[src/rtl/lin_stat_pkg.sv]
package lin_stat_pkg;

    // Flags held in the top level, ordered as they appear in the status byte
    typedef struct packed {
        logic active;
        logic idle_to;
        logic irq_f;
        logic err;
        logic wake;
    } top_flags_t;

    // Frame handshake state
    typedef struct packed {
        logic in_frame;
        logic abort_f;
        logic dreq;
        logic done;
    } frame_state_t;

    function automatic logic [7:0] pack_status(input top_flags_t f, input frame_state_t s);
        return {f.active, f.idle_to, s.abort_f, s.dreq, f.irq_f, f.err, f.wake, s.done};
    endfunction

endpackage

[src/rtl/lin_idle_timer.sv]
module lin_idle_timer #(
    parameter int unsigned IDLE_TICKS = 200_000_000
) (
    input  logic clk,
    input  logic rst_n,
    input  logic quiet,
    input  logic sleep_mode,
    output logic fire
);
    localparam int unsigned CW = $clog2(IDLE_TICKS + 1);
    localparam logic [CW-1:0] LIMIT = CW'(IDLE_TICKS);
    localparam logic [CW-1:0] LAST  = CW'(IDLE_TICKS - 1);

    logic [CW-1:0] cnt_d, cnt_q;

    always_comb begin
        cnt_d = cnt_q;
        fire  = 1'b0;
        if (!quiet || sleep_mode) begin
            cnt_d = '0;
        end else if (cnt_q != LIMIT) begin
            cnt_d = cnt_q + 1'b1;
            fire  = (cnt_q == LAST);
        end
    end

    always_ff @(posedge clk) begin
        if (!rst_n) cnt_q <= '0;
        else        cnt_q <= cnt_d;
    end
endmodule

[src/rtl/lin_frame_tracker.sv]
module lin_frame_tracker
    import lin_stat_pkg::*;
(
    input  logic         clk,
    input  logic         rst_n,
    input  logic         ev_break,
    input  logic         ev_ident,
    input  logic         ev_frame_ok,
    input  logic         ev_error,
    input  logic         host_stop,
    input  logic         host_data_ack,
    output frame_state_t st,
    output logic         dreq_rise,
    output logic         done_rise
);
    frame_state_t st_d, st_q;

    always_comb begin
        st_d = st_q;
        // frame open/close; a break always opens a new frame
        if (ev_frame_ok || ev_error || host_stop) st_d.in_frame = 1'b0;
        if (ev_break)                             st_d.in_frame = 1'b1;
        // abort: break mid-frame sets, clean break clears, stop sets (wins)
        if (ev_break)  st_d.abort_f = st_q.in_frame;
        if (host_stop) st_d.abort_f = 1'b1;
        // data request handshake
        if (host_data_ack) st_d.dreq = 1'b0;
        if (ev_ident)      st_d.dreq = 1'b1;
        // completion
        if (ev_break)    st_d.done = 1'b0;
        if (ev_frame_ok) st_d.done = 1'b1;
        dreq_rise = st_d.dreq & ~st_q.dreq;
        done_rise = st_d.done & ~st_q.done;
    end

    always_ff @(posedge clk) begin
        if (!rst_n) st_q <= '0;
        else        st_q <= st_d;
    end

    assign st = st_q;
endmodule

[src/rtl/lin_slave_status.sv]
module lin_slave_status
    import lin_stat_pkg::*;
#(
    parameter int unsigned IDLE_TICKS = 200_000_000
) (
    input  logic       clk,
    input  logic       rst_n,
    input  logic       bus_active,
    input  logic       ev_break,
    input  logic       ev_ident,
    input  logic       ev_frame_ok,
    input  logic       ev_error,
    input  logic       ev_wake,
    input  logic       sleep_mode,
    input  logic       host_stop,
    input  logic       host_data_ack,
    input  logic       host_clr_int,
    input  logic       host_clr_err,
    output logic [7:0] status_byte,
    output logic       irq
);
    top_flags_t   fl_d, fl_q;
    frame_state_t fr_st;
    logic         quiet, idle_fire, dreq_rise, done_rise, new_evt;

    assign quiet = !bus_active && !(ev_break || ev_ident || ev_frame_ok || ev_error || ev_wake);

    lin_idle_timer #(.IDLE_TICKS(IDLE_TICKS)) u_idle (
        .clk        (clk),
        .rst_n      (rst_n),
        .quiet      (quiet),
        .sleep_mode (sleep_mode),
        .fire       (idle_fire)
    );

    lin_frame_tracker u_frame (
        .clk           (clk),
        .rst_n         (rst_n),
        .ev_break      (ev_break),
        .ev_ident      (ev_ident),
        .ev_frame_ok   (ev_frame_ok),
        .ev_error      (ev_error),
        .host_stop     (host_stop),
        .host_data_ack (host_data_ack),
        .st            (fr_st),
        .dreq_rise     (dreq_rise),
        .done_rise     (done_rise)
    );

    always_comb begin
        fl_d        = fl_q;
        fl_d.active = bus_active;
        if (!quiet)      fl_d.idle_to = 1'b0;
        if (idle_fire)   fl_d.idle_to = 1'b1;
        if (host_clr_err) fl_d.err    = 1'b0;
        if (ev_error)     fl_d.err    = 1'b1;
        if (ev_break)     fl_d.wake   = 1'b0;
        if (ev_wake)      fl_d.wake   = 1'b1;
        new_evt = (fl_d.idle_to & ~fl_q.idle_to) | (fl_d.err & ~fl_q.err)
                | (fl_d.wake & ~fl_q.wake) | dreq_rise | done_rise;
        if (host_clr_int) fl_d.irq_f = 1'b0;
        if (new_evt)      fl_d.irq_f = 1'b1;
    end

    always_ff @(posedge clk) begin
        if (!rst_n) fl_q <= '0;
        else        fl_q <= fl_d;
    end

    assign status_byte = pack_status(fl_q, fr_st);
    assign irq         = fl_q.irq_f;
endmodule

[config.mk]
export PLATFORM = sky130hd
export DESIGN_NAME = lin_slave_status
export DESIGN_NICKNAME = d
export VERILOG_FILES = /design/src/rtl/lin_stat_pkg.sv /design/src/rtl/lin_idle_timer.sv /design/src/rtl/lin_frame_tracker.sv /design/src/rtl/lin_slave_status.sv
export SDC_FILE = /design/constraint.sdc
export NUM_CORES = 1
export LEC_CHECK = 0
export BUFFER_PORTS_ARGS = -buffer_cell sky130_fd_sc_hd__buf_2
export CORE_MARGIN = 5
export CORE_UTILIZATION = 57
export DETAILED_ROUTE_END_ITERATION = 8
export GPL_TIMING_DRIVEN = 0
export PLACE_DENSITY = 0.85
export SYNTH_ARGS = -nofsm -noshare
export SYNTH_HDL_FRONTEND = slang
export SYNTH_SLANG_ARGS = --single-unit
[constraint.sdc]
create_clock -name clk -period 2.5 [get_ports clk]
set_input_delay 0.5 -clock clk [delete_from_list [all_inputs] [get_ports clk]]
set_output_delay 0.5 -clock clk [all_outputs]
set_load 0.01 [all_outputs]
======== Yosys cells after proc, flatten, opt, wreduce, memory -nomap -nowiden ========
Cells that the tools add are included.
cells by class
  add/subtract/negate cells ............... 1
  equality and inequality tests ........... 2
  muxes and demuxes ....................... 18
  bitwise logic cells ..................... 15
  reductions and logical operators ........ 15
operator list
  operator                                       number
  adder 28 x 1 -> 28 bit, second input constant  1
  == test 28 bit, second input constant          1
  != test 28 bit, second input constant          1
  two-way mux 1 bit                              18
  logical OR 1 bit                               7
  NOT 1 bit                                      6
  nonzero test 2 bit                             3
  AND 1 bit                                      5
  bitwise OR 1 bit                               4
  zero test 1 bit                                3
  OR reduction 2 bit                             1
  logical AND 1 bit                              1
storage, ports and cells
  register bits after elaboration ......... 37
  input bits .............................. 13
  output and inout bits ................... 9
  logic and storage cells ................. 61

======== Longest topological paths before layout ========
Gate-level depths: netlist of run 1.
  depth after elaboration ................. 16
  gate-level depth with buffers ........... 6
  mapped depth without buffers ............ 5

======== Cells and area by module ========
A second synthesis of run 1 with hierarchy kept.
second synthesis, totals
  cells, all modules ...................... 191
  area total of the unflattened synthesis .. 1,764.2 µm²
modules (own cells, without submodules)
  module             instances  cells each  area each (µm²)  sequential area each (µm²)
  lin_idle_timer     1          156         1,382.6          560.5
  lin_slave_status   1          21          224.0            100.1
  lin_frame_tracker  1          14          157.7            80.1

======== Worst setup path before layout of run 1 ========
No wires, ideal clock.
  kind .................................... input-to-reg
  start point ............................. in ev_break
  end point ............................... reg u_idle.cnt_q[1]
  data arrival time ....................... 1.746 ns
  data required time ...................... 2.430 ns
  slack ................................... 0.683 ns
  cell stages on the path ................. 6
  buffers on the path ..................... 2
  cells stage by stage .................... nor4_1 > nand3_1 > or3b_1 > clkbuf_1 > clkbuf_1 > a21oi_1
on the way
  word-level cells in the longest chain between the ends .. 9
ends and longest elaborated chain
  item                            RTL line                text
  start, declared                 lin_slave_status.sv:9   input logic ev_break,
  logical OR 1 bit (4 in series)  lin_slave_status.sv:26  assign quiet = !bus_active && !(ev_break || ev_ident || ev_frame_ok || ev_error || ev_wake);
  zero test 1 bit                 lin_slave_status.sv:26
  logical AND 1 bit               lin_slave_status.sv:26
  zero test 1 bit                 --
  logical OR 1 bit                lin_idle_timer.sv:19    if (!quiet || sleep_mode) begin
  OR reduction 2 bit (no line)    --
  end signal, assigned            lin_idle_timer.sv:29    else cnt_q <= cnt_d;
  end, declared                   lin_idle_timer.sv:14    logic [CW-1:0] cnt_d, cnt_q;
Every way passes these cells.
A chain may end at the register's enable or synchronous reset.

======== Worst setup path after layout of run 1 ========
  start point ............................. reg u_idle.cnt_q[9]
  end point ............................... reg u_idle.cnt_q[22]
on the way
  word-level cells in the longest chain between the ends .. 1
ends and longest elaborated chain
  item                                                      RTL line
  adder 28 x 1 -> 28 bit or != test 28 bit (tied branches)  lin_idle_timer.sv:22, lin_idle_timer.sv:21
Several ways; a longest one is shown, not always the timed one.

==> results of run 1 <==
-- kinds of logic (layout without fill, tap and decap cells) --
kind of cell | count (synthesis) | after routing | synth area share
fa+ha+maj | 2 | 2 | 0.0135
compound gates | 42 | 42 | 0.143
buf+inv | 25 | 53 | 0.0636
xor+xnor | 12 | 12 | 0.0568
flops | 37 | 37 | 0.400
simple gates | 98 | 98 | 0.316
mux | 1 | 1 | 0.00608
-- final timing paths --
| path | depth (start not counted) | to |
|---|---|---|
| max | 5 | u_idle.cnt_q[22]$_SDFFE_PP0P_ |
| min | 2 | irq$_SDFFE_PN0P_ |
| max reg2reg | 5 | u_idle.cnt_q[22]$_SDFFE_PP0P_ |
| min reg2reg | 1 | irq$_SDFFE_PN0P_ |
-- synthesized netlist by cell type (4+ instances only) --
cell type	number
dfxtp_1	37
a21oi_1	16
nor2_1	15
nand2_1	13
inv_1	11
nand4_1	10
nand3_1	9
clkbuf_1	8
o21ai_0	8
nor3_1	7
or3_1	7
xor2_1	7
nand2b_1	6
nand4b_1	6
o41ai_1	5
xnor2_1	5
and4_1	4
buf_4	4
nor4_1	4
or4_1	4
-- area by class of cell --
| class | instances | area share |
|---|---|---|
| Tap cell | 44 | 0.0267 |
| Inverter | 11 | 0.0200 |
| Timing Repair Buffer | 21 | 0.0509 |
| Buffer | 14 | 0.0369 |
| Multi-Input combinational cell | 155 | 0.480 |
| Sequential cell | 37 | 0.359 |
| Clock buffer | 7 | 0.0267 |
-- per-layer routing --
layer  part of all wire  track usage  vias up
li1                   -            -      849
met4              0.013       0.0759        0
met5                  0            0        -
met1               0.47        0.253      801
met3              0.033       0.0405        6
met2               0.49        0.334       29
-- power breakdown --
| group | total (mW) | switching (mW) | internal (mW) | leakage (nW) |
|---|---|---|---|---|
| sequential | 0.602 | 0.00476 | 0.598 | 0.300 |
| combinational | 0.0503 | 0.0220 | 0.0283 | 0.329 |
| clock | 0.319 | 0.186 | 0.133 | 0.0314 |
-- stage by stage --
| stage | worst slack [ps] | utilization | instance area, sq um | instances |
|---|---|---|---|---|
| 3_3_place_gp | 223 | 0.653 | 2010 | 282 |
| 3_5_place_dp | 225 | 0.653 | 2010 | 282 |
| 4_1_cts | 471 | 0.671 | 2070 | 289 |
| 2_1_floorplan | 683 | - | 1850 | 217 |
| 5_1_grt | 326 | 0.671 | 2070 | 289 |
| 6_report | 460 | 0.671 | 2070 | 289 |
-- sequential cells by signal, summed over array words and instances, names as in the netlist --
name and cells:
u_frame.st 4, status_byte 4, u_idle.cnt_q 28, irq 1
==> results.py, run 1 <==
metrics = {
    "critical_path": {
        "critPathKind": "register to register",
        "crit_start": "u_idle.cnt_q[9]$_SDFFE_PP0P_",
        "r2r_start": "u_idle.cnt_q[9]$_SDFFE_PP0P_",
        "path_cells": "nand4_2 -> or4_1 -> buf_2 -> or4_1 -> a21oi_1",
        "cpMostUsedCell": "or4_1",
        "required_ps": 2790,
        "cp_data_arrival_time_ps": 2320,
        "max_stage_delay_ps": 540,
        "critPathTopFamily": "simple AND/OR/NAND/NOR gates",
        "path_buf_inv": 1,
        "r2r_setup_slack_ps": 460,
        "worstSetupStartpointType": "register",
        "crit_fanout": 8,
        "crit_slowest_cell": "or4_1",
        "worst_setup_path_end_kind": "register",
    },
    "detailed_routing": {
        "route.detailed.drc": 0,
        "vias_per_cell": 5.83,
        "vias": 1685,
        "routed_wl_um": 3910,
        "firstDrtPassIters": 4,
        "postRouteAntennaNets": 0,
        "wire_per_inst_um": 13.5,
        "first_iter_violations": 167,
    },
    "cells_and_area": {
        "diodes": 0,
        "multi_input_area_sq_um": 992,
        "drive_gt1_frac": 0.159,
        "seqCellArea_sq_um": 741,
        "area_delta_synth_final_pct": 11.6,
        "final_common_cell": "dfxtp_1",
        "fillers": 277,
        "final_cell_mix": "dfxtp_1 (37), buf_2 (22), a21oi_1 (16)",
        "nNetsFinal": 260,
    },
    "yosys": {
        "ys.flop_type": "dfxtp_1",
        "ys_seq_area_frac": 0.400,
        "synth_cell_type_count": 43,
        "syn_avg_cell_area_sq_um": 8.53,
        "synth_top_cell_by_area": "dfxtp_1",
        "yosys_warnings": 0,
        "synthArstFlopShare": 0,
        "synth.area.top_cells": "dfxtp_1 (40%), a21oi_1 (4.3%), nand4_1 (3.4%)",
        "netlist_area_sq_um": 1850,
        "synth_cells": 217,
        "synth_edf_count": 0,
        "syn_nets": 232,
        "yosys.area.top_type_share": 0.400,
        "ys_seq_elements": 37,
    },
    "place": {
        "gp_congestion": 0.801,
        "hpwl_um": 2850,
        "io_buffer_count": 21,
    },
    "clock_network": {
        "path_clk_slew_ps": 110,
        "cts_buffer_depth": 2,
        "cts_sinks": 37,
        "cts_tree": "done",
        "cts_root_buf": "clkbuf_4",
        "cts_repair_resize_count": 0,
        "clock_latency_ps": 350,
        "cts_buffers": 5,
        "ctsHoldBuffers": 0,
        "postCtsSetupBuffers": 0,
        "htreeDepth": 2,
    },
    "global_routing": {
        "grt_pass1_vias": 1578,
        "grt_antenna_before_repair": 0,
        "grt_use_total": 0.201,
        "grt_pass1_wl_um": 6930,
        "grt_max_degree": 11,
        "overflow": 0,
    },
    "floorplanning": {
        "dieHeight_um": 67.0,
        "die_x_um": 67.0,
        "die_area_sq_um": 4490,
        "core.rowCount": 20,
        "pin_count": 22,
        "start_util": 0.601,
        "core_sq_um": 3080,
    },
    "timing": {
        "layout_min_cycle_time_ps": 2040,
        "grt_setup_unrepaired": "false",
        "setup_viol": 0,
        "hold_viol": 0,
        "drv_slew": 0,
        "period_share": 0.816,
        "tightestPinTransition_ps": 655,
        "max_freq_mhz": 490,
        "whs_ps": 351,
        "finalClockSkew_ps": 15.8,
        "relSlewSlack": 0.559,
        "final.setup.tns_ps": 0,
    },
    "power": {
        "finalPower_uw": 971,
        "peakVddDrop_uv": 304,
        "cellPowerDensity_nw_per_um2": 470,
        "power.leakage_nw": 0.661,
    },
    "worst_hold_path": {
        "hold_path_class": "input port to register",
        "worstHoldStart": "sleep_mode",
    },
    "outcome": {
        "status": "finished, final reports clean",
    },
    "job": {
        "max_cap_violations": 0,
    },
}
Power figures use the tool's default switching activity.
==> inputs of run 2 (changes only) <==
--- a/config.mk
+++ b/config.mk
@@ -7,10 +7,10 @@
 export LEC_CHECK = 0
 export BUFFER_PORTS_ARGS = -buffer_cell sky130_fd_sc_hd__buf_2
 export CORE_MARGIN = 5
-export CORE_UTILIZATION = 57
+export CORE_UTILIZATION = 51
 export DETAILED_ROUTE_END_ITERATION = 8
 export GPL_TIMING_DRIVEN = 0
-export PLACE_DENSITY = 0.85
+export PLACE_DENSITY = 0.81
 export SYNTH_ARGS = -nofsm -noshare
 export SYNTH_HDL_FRONTEND = slang
 export SYNTH_SLANG_ARGS = --single-unit
==> constraint.sdc (replaced) <==
create_clock -name clk -period 1.8 [get_ports clk]
set_input_delay 0.36 -clock clk [delete_from_list [all_inputs] [get_ports clk]]
set_output_delay 0.36 -clock clk [all_outputs]
set_load 0.01 [all_outputs]
==> results.py, run 2 (same netlist as run 1, synthesis figures left out) <==
metrics = {
    "detailed_routing": {
        "first_iter_violations": 113,
        "vias": 1690,
        "route.detailed.drc": 0,
        "firstDrtPassIters": 4,
        "vias_per_cell": 5.81,
        "wire_per_inst_um": 14.1,
        "postRouteAntennaNets": 0,
        "routed_wl_um": 4110,
    },
    "cells_and_area": {
        "nNetsFinal": 260,
        "area_delta_synth_final_pct": 17.3,
        "final_common_cell": "dfxtp_1",
        "seqCellArea_sq_um": 767,
        "final_cell_mix": "dfxtp_1 (24), buf_2 (23), a21oi_1 (15)",
        "diodes": 0,
        "fillers": 305,
        "top_register": "u_idle.cnt_q",
        "drive_gt1_frac": 0.265,
        "multi_input_area_sq_um": 1040,
        "largest_reg_flops": 28,
    },
    "timing": {
        "whs_ps": 218,
        "final.setup.tns_ps": 0,
        "layout_min_cycle_time_ps": 1750,
        "max_freq_mhz": 572,
        "finalClockSkew_ps": 9.42,
        "tightestPinTransition_ps": 444,
        "setup_ws_ps": 50.9,
        "hold_viol": 0,
        "drv_slew": 0,
        "setup_viol": 0,
        "period_share": 0.972,
        "relSlewSlack": 0.704,
        "grt_setup_unrepaired": "true",
    },
    "place": {
        "hpwl_um": 2880,
        "io_buffer_count": 21,
        "place_ws_ps": -369,
        "gp_congestion": 0.778,
    },
    "global_routing": {
        "grt_pass1_vias": 1518,
        "grt_antenna_before_repair": 0,
        "overflow": 0,
        "grt_use_total": 0.169,
        "grt_max_degree": 11,
        "grt_pass1_wl_um": 6740,
    },
    "critical_path": {
        "crit_slowest_cell": "or4_4",
        "required_ps": 2080,
        "r2r_setup_slack_ps": 50,
        "cp_data_arrival_time_ps": 2030,
        "worstSetupStartpointType": "register",
        "path_cells": "nand2_1 -> or4_4 -> buf_6 -> or4_4 -> a21oi_2",
        "worst_setup_path_end_kind": "register",
        "cpMostUsedCell": "or4_4",
        "critPathKind": "register to register",
        "max_stage_delay_ps": 520,
        "crit_fanout": 8,
        "endpoint": "u_idle.cnt_q[22]$_SDFFE_PP0P_",
        "r2r_start": "u_idle.cnt_q[13]$_SDFFE_PP0P_",
        "rr_worst_depth": 5,
        "crit_start": "u_idle.cnt_q[13]$_SDFFE_PP0P_",
        "reg2reg_to": "u_idle.cnt_q[22]$_SDFFE_PP0P_",
    },
    "power": {
        "p_int_mw": 1.05,
        "power_frac_seq": 0.618,
        "power.leakage_nw": 0.715,
        "combPwrFrac": 0.053,
        "peakVddDrop_uv": 531,
        "pwr-share-clk": 0.329,
        "power.switching_uw": 297,
        "cellPowerDensity_nw_per_um2": 619,
        "finalPower_mw": 1.34,
        "p_sw_frac": 0.221,
    },
    "worst_hold_path": {
        "hold_path_class": "input port to register",
    },
    "clock_network": {
        "path_clk_slew_ps": 110,
        "cts_sinks": 37,
        "cts_tree": "done",
        "clock_latency_ps": 340,
        "cts_root_buf": "clkbuf_4",
        "htreeDepth": 2,
        "cts_buffers": 5,
        "cts_buffer_depth": 2,
    },
    "job": {
        "max_cap_violations": 0,
    },
    "floorplanning": {
        "start_util": 0.542,
        "core.rowCount": 21,
        "die_x_um": 70.2,
        "dieHeight_um": 70.2,
        "core_sq_um": 3420,
        "die_area_sq_um": 4930,
        "pin_count": 22,
    },
    "outcome": {
        "status": "finished, final reports clean",
    },
}
==> run 2: critical path, delay by kind of cell, from the launching register on <==
kind,cells,cell delay (ps)
compound gates,1,120
flops,1,390
simple gates,3,1040
buf+inv,1,150
==> run 2: timing repair <==
action                                  4_1_cts  5_1_grt
setup buffers                                 2        1
resized for setup                            15       22
pin swaps                                     3        4
hold buffers                                  0        0
endpoints found under the setup margin       10       29
==> run 2: area by class of cell <==
| class | instances | share of cell area |
|---|---|---|
| buffer | 11 | 0.0357 |
| clock buffer | 7 | 0.0254 |
| inverter | 11 | 0.0190 |
| multi-input combinational | 155 | 0.481 |
| sequential | 37 | 0.353 |
| tap | 46 | 0.0265 |
| timing repair buffer | 24 | 0.0588 |
==> run 2: stage by stage <==
step                      utilization  cells  area, sq um
after global placement          0.589    284         2010
after floorplan                     -    217         1850
after detailed placement        0.589    284         2010
after global routing            0.636    291         2170
final                           0.636    291         2170
after CTS                       0.621    293         2120
==> run 2: worst min path at each step <==
stage / startpoint / end / depth (start not counted)
6_report: sleep_mode / irq$_SDFFE_PN0P_ / 2
4_1_cts: sleep_mode / irq$_SDFFE_PN0P_ / 2
5_1_grt: sleep_mode / irq$_SDFFE_PN0P_ / 2
2_1_floorplan: u_idle.cnt_q[25]$_SDFFE_PP0P_ / u_idle.cnt_q[25]$_SDFFE_PP0P_ / 2
3_3_place_gp: status_byte[6]$_SDFF_PN0_ / status_byte[6]$_SDFF_PN0_ / 2
3_5_place_dp: status_byte[6]$_SDFF_PN0_ / irq$_SDFFE_PN0P_ / 1
==> run 2: power groups by stage <==
stage	clock network [mW]	registers [mW]	logic [mW]
2_1_floorplan	0	0.858	0.0358
3_3_place_gp	0	0.855	0.0701
3_5_place_dp	0	0.856	0.0717
4_1_cts	0.457	0.835	0.0719
5_1_grt	0.489	0.833	0.0792
6_report	0.443	0.831	0.0713
==> run 2: routing by layer <==
layer / wire length [um] / vias up / GRT usage
met5: 0 / - / 0
met4: 57 / 0 / 0.0574
met2: 1990 / 25 / 0.269
met3: 155 / 5 / 0.0473
met1: 1910 / 808 / 0.218
li1: - / 852 / -
